## src/rtl/sup_pkg.sv

```systemverilog
package sup_pkg;

    typedef enum logic [1:0] {
        WD_SEL_LONG  = 2'b00,
        WD_SEL_MID   = 2'b01,
        WD_SEL_SHORT = 2'b10,
        WD_SEL_OFF   = 2'b11
    } wd_sel_e;

    // Reasons that force the reset hold counter back to zero.
    typedef struct packed {
        logic power_on;
        logic supply_bad;
        logic wdt_trip;
    } rst_req_t;

    // Width of a counter that must hold values 0..n.
    function automatic int unsigned cnt_w(int unsigned n);
        return (n < 2) ? 1 : $clog2(n + 1);
    endfunction

    // Timeout in ticks for a selection code; 0 when disabled.
    function automatic int unsigned pick_limit(wd_sel_e sel, int unsigned t_long,
                                               int unsigned t_mid, int unsigned t_short);
        case (sel)
            WD_SEL_LONG:  return t_long;
            WD_SEL_MID:   return t_mid;
            WD_SEL_SHORT: return t_short;
            default:      return 0;
        endcase
    endfunction

    function automatic int unsigned max3(int unsigned a, int unsigned b, int unsigned c);
        int unsigned m;
        m = (a > b) ? a : b;
        return (m > c) ? m : c;
    endfunction

endpackage

```

## src/rtl/sup_kick_qual.sv

```systemverilog
module sup_kick_qual
    import sup_pkg::*;
#(
    parameter int unsigned KICK_MIN_TICKS = 1,
    parameter int unsigned SYNC_STAGES    = 2
) (
    input  logic clk,
    input  logic rst,
    input  logic pin_i,
    output logic kick_o
);
    localparam int unsigned KW = cnt_w(KICK_MIN_TICKS);
    localparam logic [KW-1:0] K_SAT  = KW'(KICK_MIN_TICKS);
    localparam logic [KW-1:0] K_LAST = KW'(KICK_MIN_TICKS - 1);

    logic [SYNC_STAGES-1:0] sync_q;
    logic [KW-1:0]          low_run_q;
    logic                   pin_s;

    assign pin_s = sync_q[SYNC_STAGES-1];

    always_ff @(posedge clk) begin
        if (rst) begin
            sync_q <= '1;
        end else begin
            sync_q <= {sync_q[SYNC_STAGES-2:0], pin_i};
        end
    end

    // low_run_q counts low samples; it rests saturated so that a pin
    // already low after reset needs a fresh fall before it can kick.
    always_ff @(posedge clk) begin
        if (rst) begin
            low_run_q <= K_SAT;
            kick_o    <= 1'b0;
        end else begin
            kick_o <= !pin_s && (low_run_q == K_LAST);
            if (pin_s) begin
                low_run_q <= '0;
            end else if (low_run_q < K_SAT) begin
                low_run_q <= low_run_q + KW'(1);
            end
        end
    end

endmodule

```

## src/rtl/sup_wdt_core.sv

```systemverilog
module sup_wdt_core
    import sup_pkg::*;
#(
    parameter int unsigned TO_LONG_TICKS  = 1400000,
    parameter int unsigned TO_MID_TICKS   = 600000,
    parameter int unsigned TO_SHORT_TICKS = 200000
) (
    input  logic    clk,
    input  logic    rst,
    input  wd_sel_e sel_i,
    input  logic    hold_i,
    input  logic    kick_i,
    output logic    fired_o
);
    localparam int unsigned TO_MAX = max3(TO_LONG_TICKS, TO_MID_TICKS, TO_SHORT_TICKS);
    localparam int unsigned CW     = cnt_w(TO_MAX);

    logic [CW-1:0] cnt_q;
    logic [CW-1:0] last_val;
    logic          enabled;

    always_comb begin
        enabled  = (sel_i != WD_SEL_OFF);
        last_val = CW'(pick_limit(sel_i, TO_LONG_TICKS, TO_MID_TICKS, TO_SHORT_TICKS) - 1);
    end

    always_ff @(posedge clk) begin
        if (rst) begin
            cnt_q   <= '0;
            fired_o <= 1'b0;
        end else begin
            fired_o <= 1'b0;
            if (hold_i || !enabled || kick_i) begin
                cnt_q <= '0;
            end else if (cnt_q >= last_val) begin
                cnt_q   <= '0;
                fired_o <= 1'b1;
            end else begin
                cnt_q <= cnt_q + CW'(1);
            end
        end
    end

endmodule

```

## src/rtl/sup_rst_hold.sv

```systemverilog
module sup_rst_hold
    import sup_pkg::*;
#(
    parameter int unsigned HOLD_TICKS = 200000
) (
    input  logic clk,
    input  logic por_i,
    input  logic supply_ok_i,
    input  logic wdt_trip_i,
    output logic active_o
);
    localparam int unsigned HW = cnt_w(HOLD_TICKS);
    localparam logic [HW-1:0] H_LAST = HW'(HOLD_TICKS - 1);

    rst_req_t      req;
    logic [HW-1:0] good_q;

    always_comb begin
        req.power_on   = por_i;
        req.supply_bad = !supply_ok_i;
        req.wdt_trip   = wdt_trip_i;
    end

    always_ff @(posedge clk) begin
        if (req.power_on || req.supply_bad || req.wdt_trip) begin
            active_o <= 1'b1;
            good_q   <= '0;
        end else if (active_o) begin
            if (good_q == H_LAST) begin
                active_o <= 1'b0;
                good_q   <= '0;
            end else begin
                good_q <= good_q + HW'(1);
            end
        end
    end

endmodule

```

## src/rtl/sup_rst_ctrl.sv

```systemverilog
module sup_rst_ctrl
    import sup_pkg::*;
#(
    parameter int unsigned HOLD_TICKS     = 200000,
    parameter int unsigned TO_LONG_TICKS  = 1400000,
    parameter int unsigned TO_MID_TICKS   = 600000,
    parameter int unsigned TO_SHORT_TICKS = 200000,
    parameter int unsigned KICK_MIN_TICKS = 1,
    parameter bit          RST_ACTIVE_LOW = 1'b1
) (
    input  logic       clk,
    input  logic       por_i,
    input  logic       supply_ok_i,
    input  logic       cs_kick_i,
    input  logic [1:0] wd_sel_i,
    output logic       rst_o,
    output logic       wdt_fired_o
);
    logic rst_active;
    logic kick;
    logic fired;

    sup_kick_qual #(
        .KICK_MIN_TICKS (KICK_MIN_TICKS),
        .SYNC_STAGES    (2)
    ) u_kick (
        .clk    (clk),
        .rst    (por_i),
        .pin_i  (cs_kick_i),
        .kick_o (kick)
    );

    sup_wdt_core #(
        .TO_LONG_TICKS  (TO_LONG_TICKS),
        .TO_MID_TICKS   (TO_MID_TICKS),
        .TO_SHORT_TICKS (TO_SHORT_TICKS)
    ) u_wdt (
        .clk     (clk),
        .rst     (por_i),
        .sel_i   (wd_sel_e'(wd_sel_i)),
        .hold_i  (rst_active),
        .kick_i  (kick),
        .fired_o (fired)
    );

    sup_rst_hold #(
        .HOLD_TICKS (HOLD_TICKS)
    ) u_hold (
        .clk         (clk),
        .por_i       (por_i),
        .supply_ok_i (supply_ok_i),
        .wdt_trip_i  (fired),
        .active_o    (rst_active)
    );

    assign wdt_fired_o = fired;

    generate
        if (RST_ACTIVE_LOW) begin : g_rst_low
            assign rst_o = ~rst_active;
        end else begin : g_rst_high
            assign rst_o = rst_active;
        end
    endgenerate

endmodule

```

## config.mk

```make
export PLATFORM = sky130hd
export DESIGN_NAME = sup_rst_ctrl
export DESIGN_NICKNAME = d
export VERILOG_FILES = /design/src/rtl/sup_pkg.sv /design/src/rtl/sup_kick_qual.sv /design/src/rtl/sup_wdt_core.sv /design/src/rtl/sup_rst_hold.sv /design/src/rtl/sup_rst_ctrl.sv
export SDC_FILE = /design/constraint.sdc
export NUM_CORES = 1
export LEC_CHECK = 0
export BUFFER_PORTS_ARGS = -buffer_cell sky130_fd_sc_hd__buf_2
export CAP_MARGIN = 15
export CORE_ASPECT_RATIO = 0.7
export CORE_MARGIN = 2
export CORE_UTILIZATION = 28
export CTS_BUF_LIST = sky130_fd_sc_hd__clkbuf_16
export CTS_CLUSTER_SIZE = 30
export DETAILED_ROUTE_END_ITERATION = 10
export SYNTH_ARGS = -nofsm -noshare
export SYNTH_HDL_FRONTEND = slang
export SYNTH_SLANG_ARGS = --single-unit
```

## constraint.sdc

```tcl
create_clock -name clk -period 3.7 [get_ports clk]
set_clock_uncertainty 0.15 [all_clocks]
set_input_delay 0.555 -clock clk [delete_from_list [all_inputs] [get_ports clk]]
set_output_delay 0.555 -clock clk [all_outputs]
set_load 0.005 [all_outputs]
```

* Word-level counts from Yosys, hierarchy flattened *
Cells that the tools add are included.

word-level totals
  bits in registers = 45

operators by class
  $add $sub $neg = 4
  magnitude comparators = 2
  equal/unequal tests = 4
  mux-type cells = 7
  bitwise gates (word level) = 2
  reductions and logical operators = 12

operator list
  operator               number
  $pmux 21 s3            1
  $add 21x1->21 const B  1
  $ge 21x21->1           1
  $sub 21x1->21 const B  1
  $add 18x1->18 const B  1
  $eq 18x18->1 const B   1
  $mux 18                1
  $mux 1                 5
  $logic_or 1x1->1       4
  $logic_not 1->1        3
  $reduce_or 3->1        1
  $eq 2x1->1 const B     1
  $eq 2x2->1 const B     1
  $logic_not 2->1        1
  $ne 2x2->1 const B     1
  $not 1->1              2
  $reduce_bool 2->1      1
  $reduce_or 2->1        1
  $add 1x1->1 const B    1
  $logic_and 1x1->1      1
  $lt 1x1->1 const B     1

* Logic depth before layout (Yosys ltp) *
  depth in word-level cells = 5
  gate-level depth with buffers = 9
  gate-level depth less buffers = 8

* Modules after synthesis *
A second synthesis with hierarchy kept.

second synthesis, totals
  cell total of the unflattened synthesis = 253
  area, all modules = 2,332.2 um^2

by module, submodules not included
  module         times used  cells each  area an instance (um^2)  sequential area each (um^2)
  sup_wdt_core   1           143         1,291.2                  440.4
  sup_rst_hold   1           101         933.4                    380.4
  sup_kick_qual  1           8           103.8                    80.1
  sup_rst_ctrl   1           1           3.8                      0.0

* Worst setup path after synthesis *
OpenSTA, ideal clock, no wires.

  path type = input to register
  start point = input wd_sel_i[0]
  end point = register u_wdt.cnt_q[4]
  setup time = 132 ps
  arrival = 2,242 ps
  path slack = 1,176 ps
  cell stages on the path = 7
  cells stage by stage = inv_1 -> ha_1 -> ha_1 -> nand3_1 -> o311ai_0 -> clkbuf_1 -> nor3_1

between the ends
  cells in the longest elaborated chain, start to end = 5
  elaborated cells between the ends (all ways) = 11
  classes of those cells = add/sub: 1; order compare: 1; eq/ne: 3; mux: 1; reduce/logical: 5

RTL lines
  what                                                      RTL line                                source
  start: declaration                                        sup_rst_ctrl.sv:15                      input logic [1:0] wd_sel_i,
  $eq 2x2->1 (tied with other cells)                        sup_pkg.sv:25                           case (sel)
  $pmux 21 s3 / $logic_not 1->1 (equally long branches)     sup_pkg.sv:25, sup_wdt_core.sv:33
  $sub 21x1->21 / $logic_or 1x1->1 (equally long branches)  sup_wdt_core.sv:24, sup_wdt_core.sv:33
  $ge 21x21->1 / $logic_or 1x1->1 (equally long branches)   sup_wdt_core.sv:35, sup_wdt_core.sv:33
  $reduce_or 3->1 (no source line) *                        --
  end signal: assignment                                    sup_wdt_core.sv:39                      cnt_q <= cnt_q + CW'(1);
  end: declaration                                          sup_wdt_core.sv:18                      logic [CW-1:0] cnt_q;

Mark *: on every way between the ends. The rest lies on a longest branch, timed or not.
A chain may end at the register's enable or synchronous reset.

* Worst setup path in the final report *
  start point = input wd_sel_i[0]
  end point = register u_wdt.cnt_q[2]

Same word-level chain as after synthesis.

==> impl_metrics.json <==
{
  "antenna_found_initial": 0,
  "synth_cells": 271,
  "max_freq_mhz": 380.9,
  "clk_latency_ns": 0.29,
  "cts_hold_buf": 0,
  "finalSetupViolations": 0,
  "cts_buffers": 5,
  "switching_share_pct": 20.56,
  "grt_max_degree": 23,
  "maxSlewHeadroom_pct": 51.90,
  "fin_crit_sh_pct": 70.96,
  "outcome": "completed",
  "hold_violations": 0,
  "cts_tree": "built",
  "critical-path-top-delay-family": "adder cells",
  "post_drt_wl_per_cell_um": 13.22,
  "drt_iter0_drc": 163,
  "max_stage_delay_ns": 0.64,
  "drc": 0,
  "drt_wl_total_mm": 5.025,
  "crit_type": "in -> reg",
  "die_area_um2": 9200,
  "grtUsageMet3_pct": 3.657,
  "powerDensity_nw_per_um2": 386.4,
  "synth_fp_nets": 296,
  "dp_hpwl_mm": 3.655,
  "top_usage_layer": "met1",
  "grt_pass1_wl_mm": 8.694,
  "drtAntennaViolNets": 0,
  "p_comb_share_pct": 3.1,
  "post_cts_resized": 0,
  "arrival_ns": 2.61,
  "setup_ws_ns": 1.074,
  "avgSynthCellArea_um2": 8.717,
  "pwr-share-clk_pct": 49.8,
  "clock-sinks": 45,
  "gp_congestion": 0.8084,
  "seq_power_share_pct": 47.1,
  "syn_to_final_growth_pct": 13.67,
  "pre_cts_ws_ns": 0.7662,
  "yosys_register_bits": 45,
  "grt_util_met1_pct": 17.93,
  "core_area_um2": 8040,
  "peakVddDrop_v": 0.0001482,
  "p_leak_uw": 0.0009207,
  "dp_cells": 372,
  "clk_path_buf_depth": 2,
  "r2r_slack_ns": 1.29,
  "switchingPower_uw": 213.3,
  "drive_above_1_share_pct": 8.961,
  "rsz0062_at_grt": "no",
  "finalCriticalPeriod_ns": 2.626,
  "p_int_uw": 824.1,
  "worstPathCellList": "buf_2 -> inv_1 -> ha_1 -> ha_1 -> nand3_1 -> nor3_1 -> o211a_1 -> nor3_1",
  "hold_ws_ns": 0.2467,
  "fin_setup_tns_ns": 0,
  "final_common_cell": "dfxtp_1",
  "ys_seq_area_share_pct": 38.14,
  "grt.total_usage_pct": 11.81,
  "drv_cap": 0,
  "syn-cell-area_um2": 2362,
  "die_y_um": 80.85,
  "synthFlopType": "dfxtp_1",
  "vias_per_cell": 5.124,
  "clk_pin_slew_ns": 0.07,
  "num_rows": 27,
  "async_flop_share_pct": 0,
  "htreeDepth": 2,
  "final_cells": 380,
  "min_path_type": "reg -> reg",
  "numPortBuffers": 7,
  "start_kind": "input port",
  "tightest_slew_ns": 0.7215,
  "ios": 8,
  "grt.overflow.total": 0,
  "postCtsSetupBuffers": 0,
  "nNetsFinal": 303,
  "start_util_pct": 29.38,
  "end_kind": "flip-flop",
  "ys_types": 38,
  "firstDrtPassIters": 5,
  "synth_edf_count": 0,
  "crit_slowest_cell": "o211a_1",
  "final_cell_mix": "dfxtp_1, nor3_1, nor2_1, nand2_1, ha_1",
  "use_met2_pct": 16.11,
  "required_ns": 3.69,
  "yosysWarningCount": 0,
  "vias": 1947,
  "grt_pass1_vias": 1830,
  "utilization_pct": 33.40,
  "worstPathBufferInverterCount": 2,
  "cts.root.buffer_cell": "clkbuf_16",
  "slew_violations": 0,
  "path_max_fanout": 22,
  "antenna_cells": 0,
  "die_w_um": 113.8
}
## path summary, 6_finish.rpt
| check | startpoint | end | cells past startpoint |
|---|---|---|---|
| worst max-delay path | wd_sel_i[0] | u_wdt.cnt_q[2]$_SDFF_PP0_ | 8 |
| worst min-delay path | u_kick.low_run_q$_SDFFE_PP1P_ | u_kick.kick_o$_SDFF_PP0_ | 1 |
| worst min register to register | u_kick.low_run_q$_SDFFE_PP1P_ | u_kick.kick_o$_SDFF_PP0_ | 1 |
| worst max register to register | u_wdt.cnt_q[0]$_SDFF_PP0_ | u_wdt.cnt_q[20]$_SDFF_PP0_ | 5 |
## cell usage after synthesis, drive strengths merged (4+ instances only)
cell,instances,share of area (%)
o21ai,10,2.1
nand3,16,3.4
a211oi,11,3.5
or4,5,1.6
a21oi,6,1.3
nor3,21,4.4
and4,5,1.9
or3,7,1.9
nand2,19,3.0
dfxtp,45,38
inv,11,1.7
ha,19,10
nand4,12,3.8
or2,4,1.1
clkbuf,7,1.1
nor2,19,3.0
xnor2,15,5.6
nor4,5,1.3
xor2,8,3.0
## power groups by stage
stage               Clock (µW)  Sequential, µW  Combinational [µW]
detailed placement           0             500                31.6
finish                     517             489                31.9
global placement             0             500                30.7
CTS                        529             489                31.9
global route               553             489                36.2
floorplan                    0             499                20.4
## per-stage QoR
step | total power (µW) | instance area (µm²)
2_1_floorplan | 519.7 | 2362
3_3_place_gp | 530.4 | 2512
3_5_place_dp | 531.3 | 2512
4_1_cts | 1050 | 2685
5_1_grt | 1078 | 2685
6_report | 1037 | 2685
## per-layer routing
metal	up-vias	routed length [µm]
li1	1007	-
met1	902	2774
met2	33	1941
met3	5	270
met4	0	39
met5	-	0
## logic make-up (layout without fill, tap and decap cells)
group | count (synthesis) | count (layout) | synth area share, %
AND/OR/NAND/NOR | 120 | 120 | 27.54
adder cells (fa/ha/maj) | 19 | 19 | 10.06
AO/OA/AOI/OAI | 43 | 43 | 12.23
XOR/XNOR | 23 | 23 | 8.528
flip-flops | 45 | 45 | 38.14
buffers and inverters | 21 | 29 | 3.496
## layout make-up
type	count	area, µm²
multi-input cells	205	1386
flip-flops and latches	45	900.9
repair buffers	10	57.56
fillers	833	5355
clock inverters	3	47.55
well taps	101	126.4
inverters	11	41.29
clock buffers	5	125.1
## sequential cells by signal, summed over array words and instances (netlist names)
name,count
u_hold.active_o,1
u_hold.good_q,18
u_kick.kick_o,1
u_kick.low_run_q,1
u_kick.sync_q,2
u_wdt.cnt_q,21
u_wdt.fired_o,1
Power figures use the tool's default switching activity.
